### src/rtl/cfg_sec_pkg.sv
package cfg_sec_pkg;
  typedef enum logic [2:0] {
    BW_X1  = 3'd0,
    BW_X2  = 3'd1,
    BW_X4  = 3'd2,
    BW_X8  = 3'd3,
    BW_X16 = 3'd4
  } bus_w_e;

  typedef enum logic [1:0] {
    PT_JTAG = 2'd0,
    PT_PAR  = 2'd1,
    PT_INT  = 2'd2,
    PT_NONE = 2'd3
  } rb_port_e;

  typedef enum logic [1:0] {
    KS_IDLE  = 2'd0,
    KS_CLEAR = 2'd1,
    KS_KEY   = 2'd2
  } key_st_e;

  localparam logic [1:0] LVL_OPEN = 2'd0;
  localparam logic [1:0] LVL_INT  = 2'd1;
  localparam logic [1:0] LVL_NORB = 2'd2;
  localparam logic [1:0] LVL_LOCK = 2'd3;
endpackage

### src/rtl/cfg_sec_state.sv
module cfg_sec_state
  import cfg_sec_pkg::*;
(
  input  logic       clk,
  input  logic       rst_n,
  input  logic       dev_clear,
  input  logic       key_prog_req,
  input  logic       key_load,
  input  logic       key_exit,
  input  logic       key_lock_in,
  input  logic       lvl_wr,
  input  logic [1:0] lvl_wdata,
  input  logic       load_ok,
  input  logic       load_enc,
  output logic [1:0] sec_level,
  output logic       enc_loaded,
  output logic       key_present,
  output logic       key_locked,
  output logic       key_mode,
  output logic       mem_clear,
  output logic       entry_deny
);
  key_st_e st;
  logic    entry_ok;

  // Key entry is only possible from idle and with the key unlocked.
  assign entry_ok   = key_prog_req && (st == KS_IDLE) && !key_locked;
  assign entry_deny = key_prog_req && !entry_ok;
  assign key_mode   = (st != KS_IDLE);
  assign mem_clear  = (st == KS_CLEAR);

  always_ff @(posedge clk or negedge rst_n) begin
    if (!rst_n) begin
      st          <= KS_IDLE;
      sec_level   <= LVL_OPEN;
      enc_loaded  <= 1'b0;
      key_present <= 1'b0;
      key_locked  <= 1'b0;
    end else if (dev_clear) begin
      st          <= KS_IDLE;
      sec_level   <= LVL_OPEN;
      enc_loaded  <= 1'b0;
      key_present <= 1'b0;
      key_locked  <= 1'b0;
    end else begin
      // Level is sticky once non-zero.
      if (lvl_wr && (sec_level == LVL_OPEN))
        sec_level <= lvl_wdata;

      // Key entry wipes the encryption history; otherwise a load records it.
      if (entry_ok)
        enc_loaded <= 1'b0;
      else if (load_ok)
        enc_loaded <= load_enc;

      unique case (st)
        KS_IDLE: begin
          if (entry_ok) begin
            st          <= KS_CLEAR;
            key_present <= 1'b0;
          end
        end
        KS_CLEAR: st <= KS_KEY;
        KS_KEY: begin
          if (key_exit) begin
            st         <= KS_IDLE;
            key_locked <= key_lock_in;
          end else if (key_load) begin
            key_present <= 1'b1;
          end
        end
        default: st <= KS_IDLE;
      endcase
    end
  end
endmodule

### src/rtl/cfg_sec_load.sv
module cfg_sec_load
  import cfg_sec_pkg::*;
(
  input  logic       stream_start,
  input  logic       stream_enc,
  input  logic [2:0] stream_width,
  input  logic       key_present,
  output logic       stream_accept,
  output logic       stream_reject
);
  logic width_legal;
  logic width_enc_ok;

  assign width_legal  = (stream_width <= BW_X16);
  assign width_enc_ok = (stream_width == BW_X1) || (stream_width == BW_X8);

  always_comb begin
    stream_accept = 1'b0;
    if (stream_start) begin
      if (stream_enc)
        stream_accept = key_present && width_enc_ok;
      else
        stream_accept = width_legal;
    end
  end

  assign stream_reject = stream_start && !stream_accept;
endmodule

### src/rtl/cfg_sec_rb_path.sv
module cfg_sec_rb_path
  import cfg_sec_pkg::*;
#(
  parameter int DATA_W = 32
) (
  input  logic [1:0]        sec_level,
  input  logic              enc_loaded,
  input  logic [1:0]        rb_port,
  input  logic              rb_in_valid,
  output logic              rb_in_ready,
  input  logic [DATA_W-1:0] rb_in_data,
  output logic              rb_out_valid,
  input  logic              rb_out_ready,
  output logic [DATA_W-1:0] rb_out_data,
  output logic              rb_grant,
  output logic              rb_denied_xfer
);
  localparam int NUM_PORTS = 4;

  logic [NUM_PORTS-1:0] port_allow;

  // One permission term per port code, chosen by the port's kind.
  for (genvar p = 0; p < NUM_PORTS; p++) begin : g_port
    if (p == int'(PT_INT)) begin : g_internal
      assign port_allow[p] = (sec_level == LVL_OPEN) || (sec_level == LVL_INT);
    end else if (p == int'(PT_NONE)) begin : g_unused
      assign port_allow[p] = 1'b0;
    end else begin : g_external
      assign port_allow[p] = (sec_level == LVL_OPEN) && !enc_loaded;
    end
  end

  assign rb_grant       = port_allow[rb_port];
  assign rb_out_valid   = rb_in_valid;
  assign rb_in_ready    = rb_out_ready;
  assign rb_out_data    = rb_grant ? rb_in_data : '0;
  assign rb_denied_xfer = rb_in_valid && rb_out_ready && !rb_grant;
endmodule

### src/rtl/cfg_sec_wr_path.sv
module cfg_sec_wr_path
  import cfg_sec_pkg::*;
#(
  parameter int              DATA_W   = 32,
  parameter int              ADDR_W   = 5,
  parameter logic [ADDR_W-1:0] CRC_ADDR = 0,
  parameter logic [ADDR_W-1:0] CMD_ADDR = 4,
  parameter logic [ADDR_W-1:0] CTL_ADDR = 5
) (
  input  logic [1:0]        sec_level,
  input  logic              wr_valid,
  input  logic [ADDR_W-1:0] wr_addr,
  input  logic [DATA_W-1:0] wr_data,
  output logic              wr_grant,
  output logic              reg_we,
  output logic [DATA_W-1:0] reg_wdata,
  output logic              lvl_wr,
  output logic [1:0]        lvl_wdata,
  output logic              wr_denied
);
  logic exempt;

  assign exempt    = (wr_addr == CRC_ADDR) || (wr_addr == CMD_ADDR);
  assign wr_grant  = (sec_level != LVL_LOCK) || exempt;
  assign reg_we    = wr_valid && wr_grant;
  assign reg_wdata = reg_we ? wr_data : '0;
  assign lvl_wr    = reg_we && (wr_addr == CTL_ADDR);
  assign lvl_wdata = wr_data[1:0];
  assign wr_denied = wr_valid && !wr_grant;
endmodule

### src/rtl/cfg_sec_gate.sv
module cfg_sec_gate
  import cfg_sec_pkg::*;
#(
  parameter int DATA_W = 32,
  parameter int ADDR_W = 5
) (
  input  logic              clk,
  input  logic              rst_n,
  input  logic              dev_clear,
  input  logic              stream_start,
  input  logic              stream_enc,
  input  logic [2:0]        stream_width,
  output logic              stream_accept,
  output logic              stream_reject,
  input  logic [1:0]        rb_port,
  input  logic              rb_in_valid,
  output logic              rb_in_ready,
  input  logic [DATA_W-1:0] rb_in_data,
  output logic              rb_out_valid,
  input  logic              rb_out_ready,
  output logic [DATA_W-1:0] rb_out_data,
  output logic              rb_grant,
  input  logic              wr_valid,
  input  logic [ADDR_W-1:0] wr_addr,
  input  logic [DATA_W-1:0] wr_data,
  output logic              wr_grant,
  output logic              reg_we,
  output logic [DATA_W-1:0] reg_wdata,
  input  logic              key_prog_req,
  input  logic              key_load,
  input  logic              key_exit,
  input  logic              key_lock_in,
  output logic              key_entry_deny,
  output logic              mem_clear,
  output logic              key_mode,
  output logic              key_present,
  output logic              key_locked,
  output logic [1:0]        sec_level,
  output logic              violation
);
  localparam logic [ADDR_W-1:0] CRC_A = ADDR_W'(0);
  localparam logic [ADDR_W-1:0] CMD_A = ADDR_W'(4);
  localparam logic [ADDR_W-1:0] CTL_A = ADDR_W'(5);

  logic       enc_loaded;
  logic       lvl_wr;
  logic [1:0] lvl_wdata;
  logic       rb_denied_xfer;
  logic       wr_denied;
  logic       viol_d;

  cfg_sec_state u_state (
    .clk          (clk),
    .rst_n        (rst_n),
    .dev_clear    (dev_clear),
    .key_prog_req (key_prog_req),
    .key_load     (key_load),
    .key_exit     (key_exit),
    .key_lock_in  (key_lock_in),
    .lvl_wr       (lvl_wr),
    .lvl_wdata    (lvl_wdata),
    .load_ok      (stream_accept),
    .load_enc     (stream_enc),
    .sec_level    (sec_level),
    .enc_loaded   (enc_loaded),
    .key_present  (key_present),
    .key_locked   (key_locked),
    .key_mode     (key_mode),
    .mem_clear    (mem_clear),
    .entry_deny   (key_entry_deny)
  );

  cfg_sec_load u_load (
    .stream_start  (stream_start),
    .stream_enc    (stream_enc),
    .stream_width  (stream_width),
    .key_present   (key_present),
    .stream_accept (stream_accept),
    .stream_reject (stream_reject)
  );

  cfg_sec_rb_path #(.DATA_W(DATA_W)) u_rb (
    .sec_level      (sec_level),
    .enc_loaded     (enc_loaded),
    .rb_port        (rb_port),
    .rb_in_valid    (rb_in_valid),
    .rb_in_ready    (rb_in_ready),
    .rb_in_data     (rb_in_data),
    .rb_out_valid   (rb_out_valid),
    .rb_out_ready   (rb_out_ready),
    .rb_out_data    (rb_out_data),
    .rb_grant       (rb_grant),
    .rb_denied_xfer (rb_denied_xfer)
  );

  cfg_sec_wr_path #(
    .DATA_W   (DATA_W),
    .ADDR_W   (ADDR_W),
    .CRC_ADDR (CRC_A),
    .CMD_ADDR (CMD_A),
    .CTL_ADDR (CTL_A)
  ) u_wr (
    .sec_level (sec_level),
    .wr_valid  (wr_valid),
    .wr_addr   (wr_addr),
    .wr_data   (wr_data),
    .wr_grant  (wr_grant),
    .reg_we    (reg_we),
    .reg_wdata (reg_wdata),
    .lvl_wr    (lvl_wr),
    .lvl_wdata (lvl_wdata),
    .wr_denied (wr_denied)
  );

  assign viol_d = rb_denied_xfer || wr_denied || stream_reject || key_entry_deny;

  always_ff @(posedge clk or negedge rst_n) begin
    if (!rst_n) violation <= 1'b0;
    else        violation <= viol_d;
  end
endmodule

### config.mk
export PLATFORM = sky130hd
export DESIGN_NAME = cfg_sec_gate
export DESIGN_NICKNAME = d
export VERILOG_FILES = /design/src/rtl/cfg_sec_pkg.sv /design/src/rtl/cfg_sec_state.sv /design/src/rtl/cfg_sec_load.sv /design/src/rtl/cfg_sec_rb_path.sv /design/src/rtl/cfg_sec_wr_path.sv /design/src/rtl/cfg_sec_gate.sv
export SDC_FILE = /design/constraint.sdc
export NUM_CORES = 1
export LEC_CHECK = 0
export BUFFER_PORTS_ARGS = -buffer_cell sky130_fd_sc_hd__buf_2
export CORE_AREA = 2 2 64 66
export CTS_CLUSTER_SIZE = 14
export DETAILED_ROUTE_END_ITERATION = 12
export DIE_AREA = 0 0 66 68
export PLACE_DENSITY = 0.77
export SLEW_MARGIN = 20
export SYNTH_ARGS = -nofsm -noshare
export SYNTH_HDL_FRONTEND = slang
export SYNTH_SLANG_ARGS = --single-unit
export TNS_END_PERCENT = 5
### constraint.sdc
create_clock -name clk -period 3.8 [get_ports clk]
set_input_delay 0.76 -clock clk [delete_from_list [all_inputs] [get_ports clk]]
set_output_delay 0.76 -clock clk [all_outputs]
set_load 0.01 [all_outputs]
==> run summary <==
Status: complete, no violations
Distinct cells, synth: 33
Starting Density: 25.4%
Cell family with most CP delay: simple AND/OR/NAND/NOR gates
Core area: 0.00386 mm^2
Slowest cell delay on critical path: 560 ps
Vias: 1370
Antenna Nets Post-Route: 0
Top post-synthesis cells by area: and2_1 34%, dfrtp_1 20%, and2_2 9.2%
Critical R2R Capture: violation$_DFF_PN0_
Post-CTS sizing: 0
Most frequent cell on the critical path: buf_2
Layout cells sized above 1: 64.4%
Worst-path cell chain: buf_2 > or4_4 > a31oi_4 > and2_2 > buf_2
Period utilization: 81.9%
Clk slew on worst S/H paths: 40 ps
RSZ-0062 raised after global routing: false
Port Buf Inserts: 164
Final Wtd Congestion: 0.723
Rows: 23
Cells after Synth: 126
Syn Nets: 212
Final Non-Filler Cells: 334
Hold WS: 367 ps
Gr usage total: 14.6%
Worst Path Buf+Inv: 2
Net count of the finished layout: 372
Sequential-to-total area share from yosys stat: 20.4%
Die X: 66 um
Min-delay worst type: in2async
Mean area per synthesized cell: 7.78 um^2
Post-route cell area: 0.00184 mm^2
H-tree depth: 1
VDD IR max: 83.4 uV
Post-detail-place hpwl: 3.17 mm
Synth-to-layout area growth: 87.7%
Flop-to-flop setup slack: 2190 ps
Residual DRC count: 0
Grt ovf: 0
WS Path Type: in2out
Antenna cells: 0
Clk buf depth: 2
Max Cap Viol: 0
Setup violators final: 0
Vias per cell: 4.10
Leakage: 1.10 nW
Yosys top cell by area: and2_1
Min Tclk post-route: 3110 ps
YS warnings: 0
R2R cell count: 3
Worst Setup End Kind: output port
Critical path's slowest cell: or4_4
Drt pass-1 iters: 5
Clock Sink Count: 8
Per-cell routed wire length: 10.8 um
Vias in the first global route: 1152
Setup TNS: 0 ps
Worst slew pin tran: 793 ps
Hold buffer count at cts: 0
Reg2Reg Launch Point: u_state.sec_level[1]$_DFFE_PN0P_
Cts bufs inserted: 3
Initial antenna violation count: 0
Pwr/cell area: 200 mW/mm^2
Post-synthesis cell area: 980 um^2
Worst-path fanout max: 33
Fill count: 402
Crit path launch type: input pin
Slew headroom: 47.2%
First-pass GRT wire length: 5.18 mm
Starting DRT DRC Count: 63
Post-synth top area share: 33.8%
Max Transition Viols Final: 0
# placed instances: 331
Skew-Pair Late Insertion Delay: 220 ps
Hold Vio Cnt, Final: 0
DIE AREA: 0.00449 mm^2
Die Ht: 68 um
Worst Path Required: 3040 ps
Clock root buffer: clkbuf_8
Area post-placement: 0.00180 mm^2
Largest net degree at the start of global routing: 35
DRT Wirelength: 3.60 mm
Ports: 165
Worst EP arrival: 2350 ps
FMAX: 321 MHz
Synth Register Bits: 8
Final Skew: 1.44 ps
Post-CTS setup buffers: 0
CTS tree: done
[routing by layer]
metal  track usage, %  vias up  wire length [um]
met3            0.658        4               282
li1                 -      724                 -
met4             5.36        0                45
met5                0        -                 0
met1             20.8      574              1530
met2             23.5       68              1740
[sequential cells by signal, summed over array words and instances (netlist names)]
signal	flops
u_state.key_locked	1
u_state.key_present	1
u_state.enc_loaded	1
u_state.sec_level	2
u_state.st	2
violation	1
[stage by stage]
| step | util (%) | worst slack [ps] | power, mW |
|---|---|---|---|
| finish | 47.7 | 689 | 0.368 |
| global route | 47.7 | 561 | 0.393 |
| CTS | 47.7 | 655 | 0.372 |
| detailed placement | 46.6 | 656 | 0.271 |
| global placement | 46.6 | 741 | 0.269 |
| floorplan | - | 1160 | 0.181 |
[how the worst max path moves through the flow]
stage / from / endpoint / slack, ps / cells past startpoint
after floorplan: wr_addr[4] / reg_wdata[0] / 1160 / 4
after global placement: wr_addr[4] / reg_wdata[0] / 740 / 5
after detailed placement: wr_addr[4] / reg_wdata[0] / 660 / 5
after CTS: wr_addr[4] / reg_wdata[0] / 650 / 5
after global routing: wr_addr[4] / reg_wdata[0] / 560 / 5
final: wr_addr[4] / reg_wdata[0] / 690 / 5
[cells by family (layout without fill, tap and decap cells)]
kind of cell	Yosys count	after routing	share of synthesized area, %
flops	8	8	20.4
xor+xnor	1	1	0.894
simple gates	88	88	56.6
buf+inv	14	172	8.56
compound gates	14	14	12.5
mux	1	1	1.02
[area by class of cell]
class	count	area [um^2]	area share, %
repair buffers	164	821	44.6
multi-input cells	104	696	37.8
flip-flops and latches	8	200	10.9
well taps	50	62.6	3.40
clock buffers	3	41.3	2.24
inverters	5	18.8	1.02
[synth_stat cells (all sizes together)]
cell and n:
a21oi 1, o32a 1, nor2 7, a22oi 1
xor2 1, nor2b 1, or4 1, o22ai 3
nor3 1, clkbuf 4, inv 5, nand2b 4
nor4bb 1, o211ai 1, or4b 1, nand3 2
buf 5, mux2i 1, a32o 1, and2 65
nand3b 1, o21a 1, a41oi 1, o31a 1
a31oi 1, nor3b 1, dfrtp 8, o221ai 2
or2 1, nand2 2
[layout by cell type, fill, tap and decap left out, drive strengths merged, types with 2 or more instances in the layout]
cell    count
nor2        7
clkbuf      3
o221ai      2
nand3       2
buf       164
and2       65
nand2       2
inv         5
nand2b      4
o22ai       3
dfrtp       8
[power breakdown]
group          internal [mW]  switching, mW
Clock                 0.0684         0.0314
Combinational         0.0943         0.0826
Sequential            0.0887        0.00238
No activity file was read; power rests on OpenSTA's default activity.
